[src/rtl/slpwk_pkg.sv]
package slpwk_pkg;

    typedef enum logic [3:0] {
        ST_RUN  = 4'b0001,
        ST_WFI  = 4'b0010,
        ST_WFE  = 4'b0100,
        ST_EXIT = 4'b1000
    } slp_state_e;

    // core requests seen by the state machine (exit already qualified)
    typedef struct packed {
        logic wfi;
        logic wfe;
        logic exit_sleep;
    } core_req_t;

    // interrupt summary for the rest of the block
    typedef struct packed {
        logic eligible;
        logic new_pend;
    } irq_sum_t;

    // wake rule shared by the interrupt-only sleep paths
    function automatic logic irq_only_wake(input slp_state_e s);
        return (s == ST_WFI) || (s == ST_EXIT);
    endfunction

    function automatic logic is_sleeping(input slp_state_e s);
        return s != ST_RUN;
    endfunction

endpackage

[src/rtl/slpwk_irq_eval.sv]
module slpwk_irq_eval
    import slpwk_pkg::*;
#(
    parameter int NUM_IRQ = 8,
    parameter int PRIO_W  = 3
) (
    input  logic                      clk,
    input  logic                      rst,
    input  logic [NUM_IRQ-1:0]        irq_pend,
    input  logic [NUM_IRQ-1:0]        irq_en,
    input  logic [NUM_IRQ*PRIO_W-1:0] irq_prio,
    input  logic [PRIO_W-1:0]         cur_prio,
    output irq_sum_t                  sum
);

    logic [NUM_IRQ-1:0] elig_vec;
    logic [NUM_IRQ-1:0] rise_vec;
    logic [NUM_IRQ-1:0] pend_q;

    always_ff @(posedge clk) begin
        if (rst) pend_q <= '0;
        else     pend_q <= irq_pend;
    end

    for (genvar k = 0; k < NUM_IRQ; k++) begin : g_line
        logic [PRIO_W-1:0] line_prio;
        assign line_prio   = irq_prio[k*PRIO_W +: PRIO_W];
        assign elig_vec[k] = irq_pend[k] & irq_en[k] & (line_prio < cur_prio);
        assign rise_vec[k] = irq_pend[k] & ~pend_q[k];
    end

    assign sum.eligible = |elig_vec;
    assign sum.new_pend = |rise_vec;

    AST_HELD_NO_EDGE: assert property (@(posedge clk) disable iff (rst)
        (!$past(rst) && $stable(irq_pend)) |-> !sum.new_pend);

endmodule

[src/rtl/slpwk_event_latch.sv]
module slpwk_event_latch (
    input  logic clk,
    input  logic rst,
    input  logic set_i,
    input  logic consume_i,
    input  logic wake_clr_i,
    output logic flag_o
);

    logic flag_q;

    always_ff @(posedge clk) begin
        if (rst)
            flag_q <= 1'b0;
        else if (wake_clr_i)
            flag_q <= 1'b0;
        else if (set_i)
            flag_q <= 1'b1;
        else if (consume_i)
            flag_q <= 1'b0;
    end

    assign flag_o = flag_q;

    AST_SKIP_CLEARS: assert property (@(posedge clk) disable iff (rst)
        (consume_i && !set_i) |=> !flag_o);
    AST_SET_HOLDS: assert property (@(posedge clk) disable iff (rst)
        (set_i && !wake_clr_i) |=> flag_o);

endmodule

[src/rtl/slpwk_fsm.sv]
module slpwk_fsm
    import slpwk_pkg::*;
(
    input  logic       clk,
    input  logic       rst,
    input  core_req_t  req,
    input  logic       irq_wake_i,
    input  logic       evt_wake_i,
    input  logic       flag_i,
    output logic       halt_o,
    output logic       wake_o,
    output logic       skip_o,
    output logic       consume_o,
    output logic       wfe_clr_o
);

    slp_state_e state_q, state_d;
    logic       wake_now;

    always_comb begin
        wake_now = 1'b0;
        if (irq_only_wake(state_q))
            wake_now = irq_wake_i;
        else if (state_q == ST_WFE)
            wake_now = irq_wake_i | evt_wake_i | flag_i;
    end

    always_comb begin
        state_d = state_q;
        if (!is_sleeping(state_q)) begin
            if (req.wfi)
                state_d = irq_wake_i ? ST_RUN : ST_WFI;
            else if (req.wfe)
                state_d = flag_i ? ST_RUN : ST_WFE;
            else if (req.exit_sleep)
                state_d = irq_wake_i ? ST_RUN : ST_EXIT;
        end else if (wake_now) begin
            state_d = ST_RUN;
        end
    end

    always_ff @(posedge clk) begin
        if (rst) state_q <= ST_RUN;
        else     state_q <= state_d;
    end

    assign skip_o    = (state_q == ST_RUN) && !req.wfi && req.wfe && flag_i;
    assign consume_o = skip_o;
    assign wfe_clr_o = (state_q == ST_WFE) && wake_now;
    assign halt_o    = is_sleeping(state_q);
    assign wake_o    = is_sleeping(state_q) && wake_now;

    AST_ONE_HOT: assert property (@(posedge clk) disable iff (rst)
        $countones(state_q) == 1);
    AST_WFI_ENTERS: assert property (@(posedge clk) disable iff (rst)
        (state_q == ST_RUN && req.wfi && !irq_wake_i) |=> state_q == ST_WFI);
    AST_WAKE_SINGLE: assert property (@(posedge clk) disable iff (rst)
        wake_o |=> !wake_o);
    AST_WAKE_TO_RUN: assert property (@(posedge clk) disable iff (rst)
        wake_o |=> state_q == ST_RUN);
    AST_SLEEP_HOLDS: assert property (@(posedge clk) disable iff (rst)
        (is_sleeping(state_q) && !wake_o) |=> $stable(state_q));

endmodule

[src/rtl/sleep_wake_ctrl.sv]
module sleep_wake_ctrl
    import slpwk_pkg::*;
#(
    parameter int NUM_IRQ = 8,
    parameter int PRIO_W  = 3
) (
    input  logic                      clk,
    input  logic                      rst,
    input  logic                      wfi_stb,
    input  logic                      wfe_stb,
    input  logic                      sev_stb,
    input  logic                      exc_ret_stb,
    input  logic [NUM_IRQ-1:0]        irq_pend,
    input  logic [NUM_IRQ-1:0]        irq_en,
    input  logic [NUM_IRQ*PRIO_W-1:0] irq_prio,
    input  logic [PRIO_W-1:0]         cur_prio,
    input  logic                      int_mask,
    input  logic                      sleep_on_exit_en,
    input  logic                      evt_on_pend_en,
    output logic                      core_halt,
    output logic                      wfe_skip_ack,
    output logic                      wake_stb,
    output logic                      exc_take_ok
);

    irq_sum_t  isum;
    core_req_t req;
    logic      evt_set, flag, consume, wfe_clr;

    slpwk_irq_eval #(.NUM_IRQ(NUM_IRQ), .PRIO_W(PRIO_W)) u_eval (
        .clk      (clk),
        .rst      (rst),
        .irq_pend (irq_pend),
        .irq_en   (irq_en),
        .irq_prio (irq_prio),
        .cur_prio (cur_prio),
        .sum      (isum)
    );

    assign evt_set = sev_stb | (evt_on_pend_en & isum.new_pend);

    slpwk_event_latch u_flag (
        .clk        (clk),
        .rst        (rst),
        .set_i      (evt_set),
        .consume_i  (consume),
        .wake_clr_i (wfe_clr),
        .flag_o     (flag)
    );

    assign req.wfi        = wfi_stb;
    assign req.wfe        = wfe_stb;
    assign req.exit_sleep = exc_ret_stb & sleep_on_exit_en;

    slpwk_fsm u_fsm (
        .clk        (clk),
        .rst        (rst),
        .req        (req),
        .irq_wake_i (isum.eligible),
        .evt_wake_i (evt_set),
        .flag_i     (flag),
        .halt_o     (core_halt),
        .wake_o     (wake_stb),
        .skip_o     (wfe_skip_ack),
        .consume_o  (consume),
        .wfe_clr_o  (wfe_clr)
    );

    assign exc_take_ok = isum.eligible & ~int_mask;

    AST_MASK_HOLDS_OFF: assert property (@(posedge clk) disable iff (rst)
        int_mask |-> !exc_take_ok);
    AST_RUN_AFTER_WAKE: assert property (@(posedge clk) disable iff (rst)
        wake_stb |=> !core_halt);
    AST_SKIP_NO_HALT: assert property (@(posedge clk) disable iff (rst)
        wfe_skip_ack |=> !core_halt);

endmodule

[config.mk]
export PLATFORM = sky130hd
export DESIGN_NAME = sleep_wake_ctrl
export DESIGN_NICKNAME = d
export VERILOG_FILES = /design/src/rtl/slpwk_pkg.sv /design/src/rtl/slpwk_irq_eval.sv /design/src/rtl/slpwk_event_latch.sv /design/src/rtl/slpwk_fsm.sv /design/src/rtl/sleep_wake_ctrl.sv
export SDC_FILE = /design/constraint.sdc
export NUM_CORES = 1
export LEC_CHECK = 0
export BUFFER_PORTS_ARGS = -buffer_cell sky130_fd_sc_hd__buf_2
export CORE_UTILIZATION = 38
export CTS_CLUSTER_DIAMETER = 200
export CTS_CLUSTER_SIZE = 16
export DETAILED_ROUTE_END_ITERATION = 16
export PLACE_DENSITY = 0.8
export RECOVER_POWER = 100
export SYNTH_ARGS = -nofsm -noshare
export SYNTH_HDL_FRONTEND = slang
export SYNTH_SLANG_ARGS = --single-unit
[constraint.sdc]
create_clock -name clk -period 9.2 [get_ports clk]
set_input_delay 2.76 -clock clk [delete_from_list [all_inputs] [get_ports clk]]
set_output_delay 2.76 -clock clk [all_outputs]
set_load 0.01 [all_outputs]
==> results.md, run 1 <==
* CTS Buf Count at 3
* Clock transition at path regs at 0.08 ns
* Worst Hold Class: reg -> reg
* Critical Setup Path Class: in -> out
* Top cells by count, synth: nor2_1 (21), ha_1 (16), dfxtp_1 (13), inv_1 (13), o21ai_0 (10)
* Area Overhead vs Synth at 31.1%
* Ys flop type: dfxtp_1
* Fin crit period at 7.56 ns
* # fillers at 257
* Fin. max-slew vios at 0
* Die Span Y at 54.3 um
* Critical path startpoint category: input pin
* Worst Path Buf+Inv at 3
* Latest clock arrival within the worst-skew pair at 0.27 ns
* Post-synth EDFFs at 0
* Top sig layer: met4
* Global-route wire length before repair at 3710 um
* DP HPWL at 1940 um
* Synth Instances at 132
* Gpl congestion at 0.803
* Dpl cells at 214
* Port buffer count at 55
* DRC violations left at 0
* Maximum root-to-sink buffer count at 2
* Clk_skew at 0.00370 ns
* FP Rows at 18
* Cts hold-fix bufs at 0
* Setup crit end kind: output port
* Clock tree from TritonCTS: done
* Crit path largest cell delay at 0.49 ns
* Core ar. at 2520 um^2
* Setup TNS at 0 ns
* Final period util at 82.1%
* Crit Path Max Fanout at 10
* CP Launch Point: cur_prio[1]
* Hold Startpoint: u_flag.flag_o
* Routed wire length at 2290 um
* Unique masters post-synth at 30
* Routed len/inst at 10.5 um
* Max-slew headroom at 61.0%
* Launching point of the worst reg2reg path: u_eval.pend_q[0]
* Setup Viol. Count Final at 0
* Top delay family on crit path: compound AO/OA/AOI/OAI gates
* Leading post-synthesis cells by cell area: dfxtp_1 (25%), ha_1 (19%), nor2_1 (7.6%), nor3b_1 (6.5%), o21ai_0 (4.8%)
* Hold_ws at 0.550 ns
* Cell taking the most area after synthesis: dfxtp_1
* Pwr/cell area at 110 nW/um^2
* Nets@finish at 257
* Starting DRT DRC Count at 20
* Synth Area per Inst at 7.87 um^2
* Max-Cap Viols at 0
* Cells along the critical path: buf_2 > inv_1 > ha_1 > o21ai_0 > nor2_1 > o32ai_1 > nor4_4 > a311oi_1 > o311a_1 > clkbuf_1
* Clock sinks at 13
* Die Width at 54.3 um
* Asr flop ratio synth at 0%
* Maximum VDD drop at 0.123 mV
* Metal3 WL at 175 um
* Post-DRT Antenna Nets at 0
* Vias at 1128
* Leak at 0.671 nW
* WP data arrival at 4.80 ns
* Maximum clock rate at 132 MHz
* Vias/cell at 5.17
* CP required at 6.44 ns
* Ys Warns at 0
* Synth Register Bits at 13
* Status: complete, no violations
* IO Count at 56
* Root Driver: clkbuf_4
* Hold Fails Final Rpt at 0
* RSZ-0062 raised after global routing: false
* CTS-repair resized insts at 0
* GR Overflow Total at 0
* Sequential area share after synthesis at 25.1%
* Synth Cell Area at 1040 um^2
* H-tree depth at 1
* Slowest cell on the critical path: o32ai_1
* Largest net degree at the start of global routing at 15
* Layout cells sized above 1 at 29.3%
* Met1 wire length at 1050 um
* Post-CTS Setup Inserts at 0
* Diodes inserted at 0
* Final cell count without fillers at 218
* Synthesized Nets at 200
* Count leader, synth: nor2_1
* Initial Utilization at 41.2%
* Slew @ Worst Pin at 0.584 ns
* Initial antenna violation count at 0
* Share of the synthesized area in the top cell type at 25.1%
* Initial DRT Pass Iterations at 4
* Wire length on met2 at 1030 um
* GRT Overall Usage at 17.2%
* Full die area at 2950 um^2
* Vias in the first global route at 924
[cell families after synthesis]
| logic type | synth area share (%) |
|---|---|
| simple gates | 28.1 |
| compound gates | 21.8 |
| buf+inv | 5.78 |
| fa+ha+maj | 19.3 |
| flops | 25.1 |
[worst paths after layout]
kind                           end  slack (ns)  cells after the start
setup / recovery          wake_stb        1.64                     10
hold / removal       u_flag.flag_o        0.55                      2
setup reg to reg  u_fsm.state_q[2]        7.70                      5
hold reg to reg      u_flag.flag_o        0.55                      2
[cell type report]
class / count / area, um^2 / share of cell area (%)
inverter: 13 / 48.8 / 3.58
clock inverter: 1 / 5.00 / 0.368
sequential: 13 / 260 / 19.1
timing repair buffer: 55 / 269 / 19.8
multi-input combinational: 103 / 718 / 52.8
tap: 30 / 37.5 / 2.76
clock buffer: 3 / 22.5 / 1.65
[placed cells by master, fill, tap and decap left out, drive strengths merged, types with 2 or more instances in the layout]
cell and count:
buf 50, nor4 2, nor3b 9, nand2 7
o41ai 2, nor3 3, dfxtp 13, inv 13
clkbuf 8, o32ai 4, o22ai 4, nor2 21
a21oi 5, o21ai 10, ha 16, o31ai 2
nand3b 5
[metal layers]
metal  GRT usage (%)  up-vias
met5               0        -
met4            6.84        0
met3            2.50        4
met2            28.7       51
met1            21.9      475
li1                -      598
[worst reg2reg max path, delay by kind of cell (launching register included)]
family | cells | cell delay [ns]
AOI/OAI and AO/OA | 3 | 0.71
and+or+nand+nor | 2 | 0.38
DFF | 1 | 0.32
[sequential cells by signal, indices dropped and copies added (netlist names)]
name and cells:
u_eval.pend_q 8, u_fsm.state_q 4, u_flag.flag_o 1
[report_power, final]
group / internal [mW] / switching (mW)
clock: 0.0161 / 0.0184
combinational: 0.0235 / 0.0269
sequential: 0.0605 / 0.00488
total: 0.100 / 0.0501
[stage by stage]
step / worst slack (ns) / utilization [%] / instance area (um^2) / total power, mW
final: 1.64 / 54.0 / 1360 / 0.150
after global routing: 1.45 / 54.0 / 1360 / 0.163
after CTS: 1.64 / 54.2 / 1370 / 0.153
after detailed placement: 1.65 / 53.1 / 1340 / 0.118
after global placement: 1.67 / 53.1 / 1340 / 0.117
after floorplan: 2.05 / - / 1040 / 0.0969
Power figures use the tool's default switching activity.
==> inputs of run 2 (changes only) <==
==> constraint.sdc (replaced) <==
create_clock -name clk -period 7.1 [get_ports clk]
set_input_delay 2.13 -clock clk [delete_from_list [all_inputs] [get_ports clk]]
set_output_delay 2.13 -clock clk [all_outputs]
set_load 0.01 [all_outputs]
==> run 2 against run 1 <==
  * Cell area hardly changed
  * Clock power is 29% higher
  * Die area stayed put
  * Final cell count stayed put
  * Register-to-register slack worse by 2.1 ns
  * Sequential power is 30% higher
  * Non-clock buffer count stayed put
  * Combinational power is 30% higher
  * Clock skew is 0.0018 ns lower
  * Power is 30% higher
  * Critical endpoint unchanged
==> results.md, run 2 (synthesized netlist as in run 1, its figures left out) <==
* Nets@finish at 257
* Port buffer count at 55
* Fin crit period at 6.30 ns
* Critical Setup Path Class: in -> out
* Slowest cell on the critical path: nor4_4
* Most frequent cells in the layout: buf_2 (50), nor2_1 (21), ha_1 (16), inv_1 (13), dfxtp_1 (13)
* Gpl congestion at 0.801
* Critical path startpoint category: input pin
* Die Span Y at 54.3 um
* Crit Path Max Fanout at 10
* Setup TNS at 0 ns
* Cells along the critical path: buf_2 > inv_1 > ha_1 > o21ai_0 > nor2_1 > o32ai_1 > nor4_4 > a311oi_1 > o311a_1 > clkbuf_1
* Clock Power Share at 22.8%
* Diodes inserted at 0
* Core ar. at 2520 um^2
* Layout cells sized above 1 at 28.7%
* Die Width at 54.3 um
* Reg with most FFs: u_eval.pend_q
* CP required at 4.97 ns
* RSZ-0062 raised after global routing: false
* Pwr/cell area at 143 nW/um^2
* Maximum clock rate at 159 MHz
* Most common cell after layout, fill and taps aside: buf_2
* GR Overflow Total at 0
* Routed wire length at 2330 um
* Hold Fails Final Rpt at 0
* Final instance area at 1360 um^2
* Largest net degree at the start of global routing at 15
* Largest register FFs at 8
* Initial DRT Pass Iterations at 4
* WP data arrival at 4.17 ns
* Post-CTS Setup Inserts at 0
* Psw at 0.0642 mW
* H-tree depth at 1
* Global-route wire length before repair at 3750 um
* Vias/cell at 5.16
* Placed inst area at 1340 um^2
* Clk_skew at 0.00192 ns
* Part of the power in combinational logic at 33.5%
* Vias in the first global route at 906
* DRC violations left at 0
* Crit path largest cell delay at 0.56 ns
* Area Overhead vs Synth at 31.0%
* Max-Cap Viols at 0
* Maximum root-to-sink buffer count at 2
* Reg power frac at 43.7%
* DP HPWL at 1960 um
* Net Sw Frac at 33.0%
* Root Driver: clkbuf_4
* Worst-case reg-to-reg path depth at 5
* Initial antenna violation count at 0
* IO Count at 56
* Clock transition at path regs at 0.07 ns
* Full die area at 2950 um^2
* Status: complete, no violations
* Final period util at 88.7%
* Maximum VDD drop at 0.0780 mV
* FP Rows at 18
* Slew @ Worst Pin at 0.588 ns
* Routed len/inst at 10.7 um
* GRT Overall Usage at 17.5%
* CTS Buf Count at 3
* Fin. max-slew vios at 0
* Internal at 0.131 mW
* Setup crit end kind: output port
* Worst hold path depth at 2
* Vias at 1125
* Clock tree from TritonCTS: done
* Starting DRT DRC Count at 14
* Clock sinks at 13
* Leak at 0.668 nW
* Worst Hold Class: reg -> reg
* Latest clock arrival within the worst-skew pair at 0.28 ns
* Max-slew headroom at 60.8%
* Post-DRT Antenna Nets at 0
* Initial Utilization at 41.2%
* Cts hold-fix bufs at 0
* Setup Viol. Count Final at 0
* CTS-repair resized insts at 0
## run 2: cell types whose count changed in the layout (fill, tap and decap cells not counted), sizes merged
cell,before,now
clkbuf,8,9
clkinv,1,0
## run 2: metal layers
metal / track usage (%) / routed length (um)
met1: 22.9 / 1130
met2: 27.8 / 1010
met3: 3.06 / 159
met4: 7.69 / 29
met5: 0 / 0
## run 2: worst paths after layout
| kind | startpoint | end | slack [ns] |
|---|---|---|---|
| worst min-delay path | u_fsm.state_q[3] | u_fsm.state_q[3] | 0.55 |
| worst max register to register | u_eval.pend_q[0] | u_fsm.state_q[2] | 5.58 |
| worst min register to register | u_fsm.state_q[3] | u_fsm.state_q[3] | 0.55 |
| worst max-delay path | cur_prio[1] | wake_stb | 0.80 |
## run 2: area by class of cell
type | count | area (um^2)
multi-input combinational | 103 | 718
clock buffer | 4 | 26.3
inverter | 13 | 48.8
sequential | 13 | 260
tap | 30 | 37.5
fill | 272 | 1160
timing repair buffer | 55 | 269
## run 2: worst max-delay path: cells and delay by family
family,cells,cell delay (ns)
AO/OA/AOI/OAI,4,0.72
adder cells (fa/ha/maj),1,0.21
buffers and inverters,3,0.42
AND/OR/NAND/NOR,2,0.66
## run 2: power groups by stage
stage	Combinational (mW)	Sequential, mW	Clock [mW]
CTS	0.0665	0.0848	0.0465
floorplan	0.0427	0.0829	0
finish	0.0654	0.0851	0.0444
detailed placement	0.0660	0.0866	0
global placement	0.0653	0.0864	0
global route	0.0745	0.0860	0.0511
## run 2: through the flow
stage / cells / power, mW / setup WS (ns) / hold WS, ns / utilization [%]
finish: 218 / 0.195 / 0.804 / 0.550 / 53.9
global placement: 214 / 0.152 / 0.836 / 0.534 / 53.1
floorplan: 132 / 0.126 / 1.21 / 0.498 / -
detailed placement: 214 / 0.153 / 0.807 / 0.538 / 53.1
CTS: 218 / 0.198 / 0.811 / 0.551 / 54.2
global route: 218 / 0.212 / 0.561 / 0.583 / 53.9
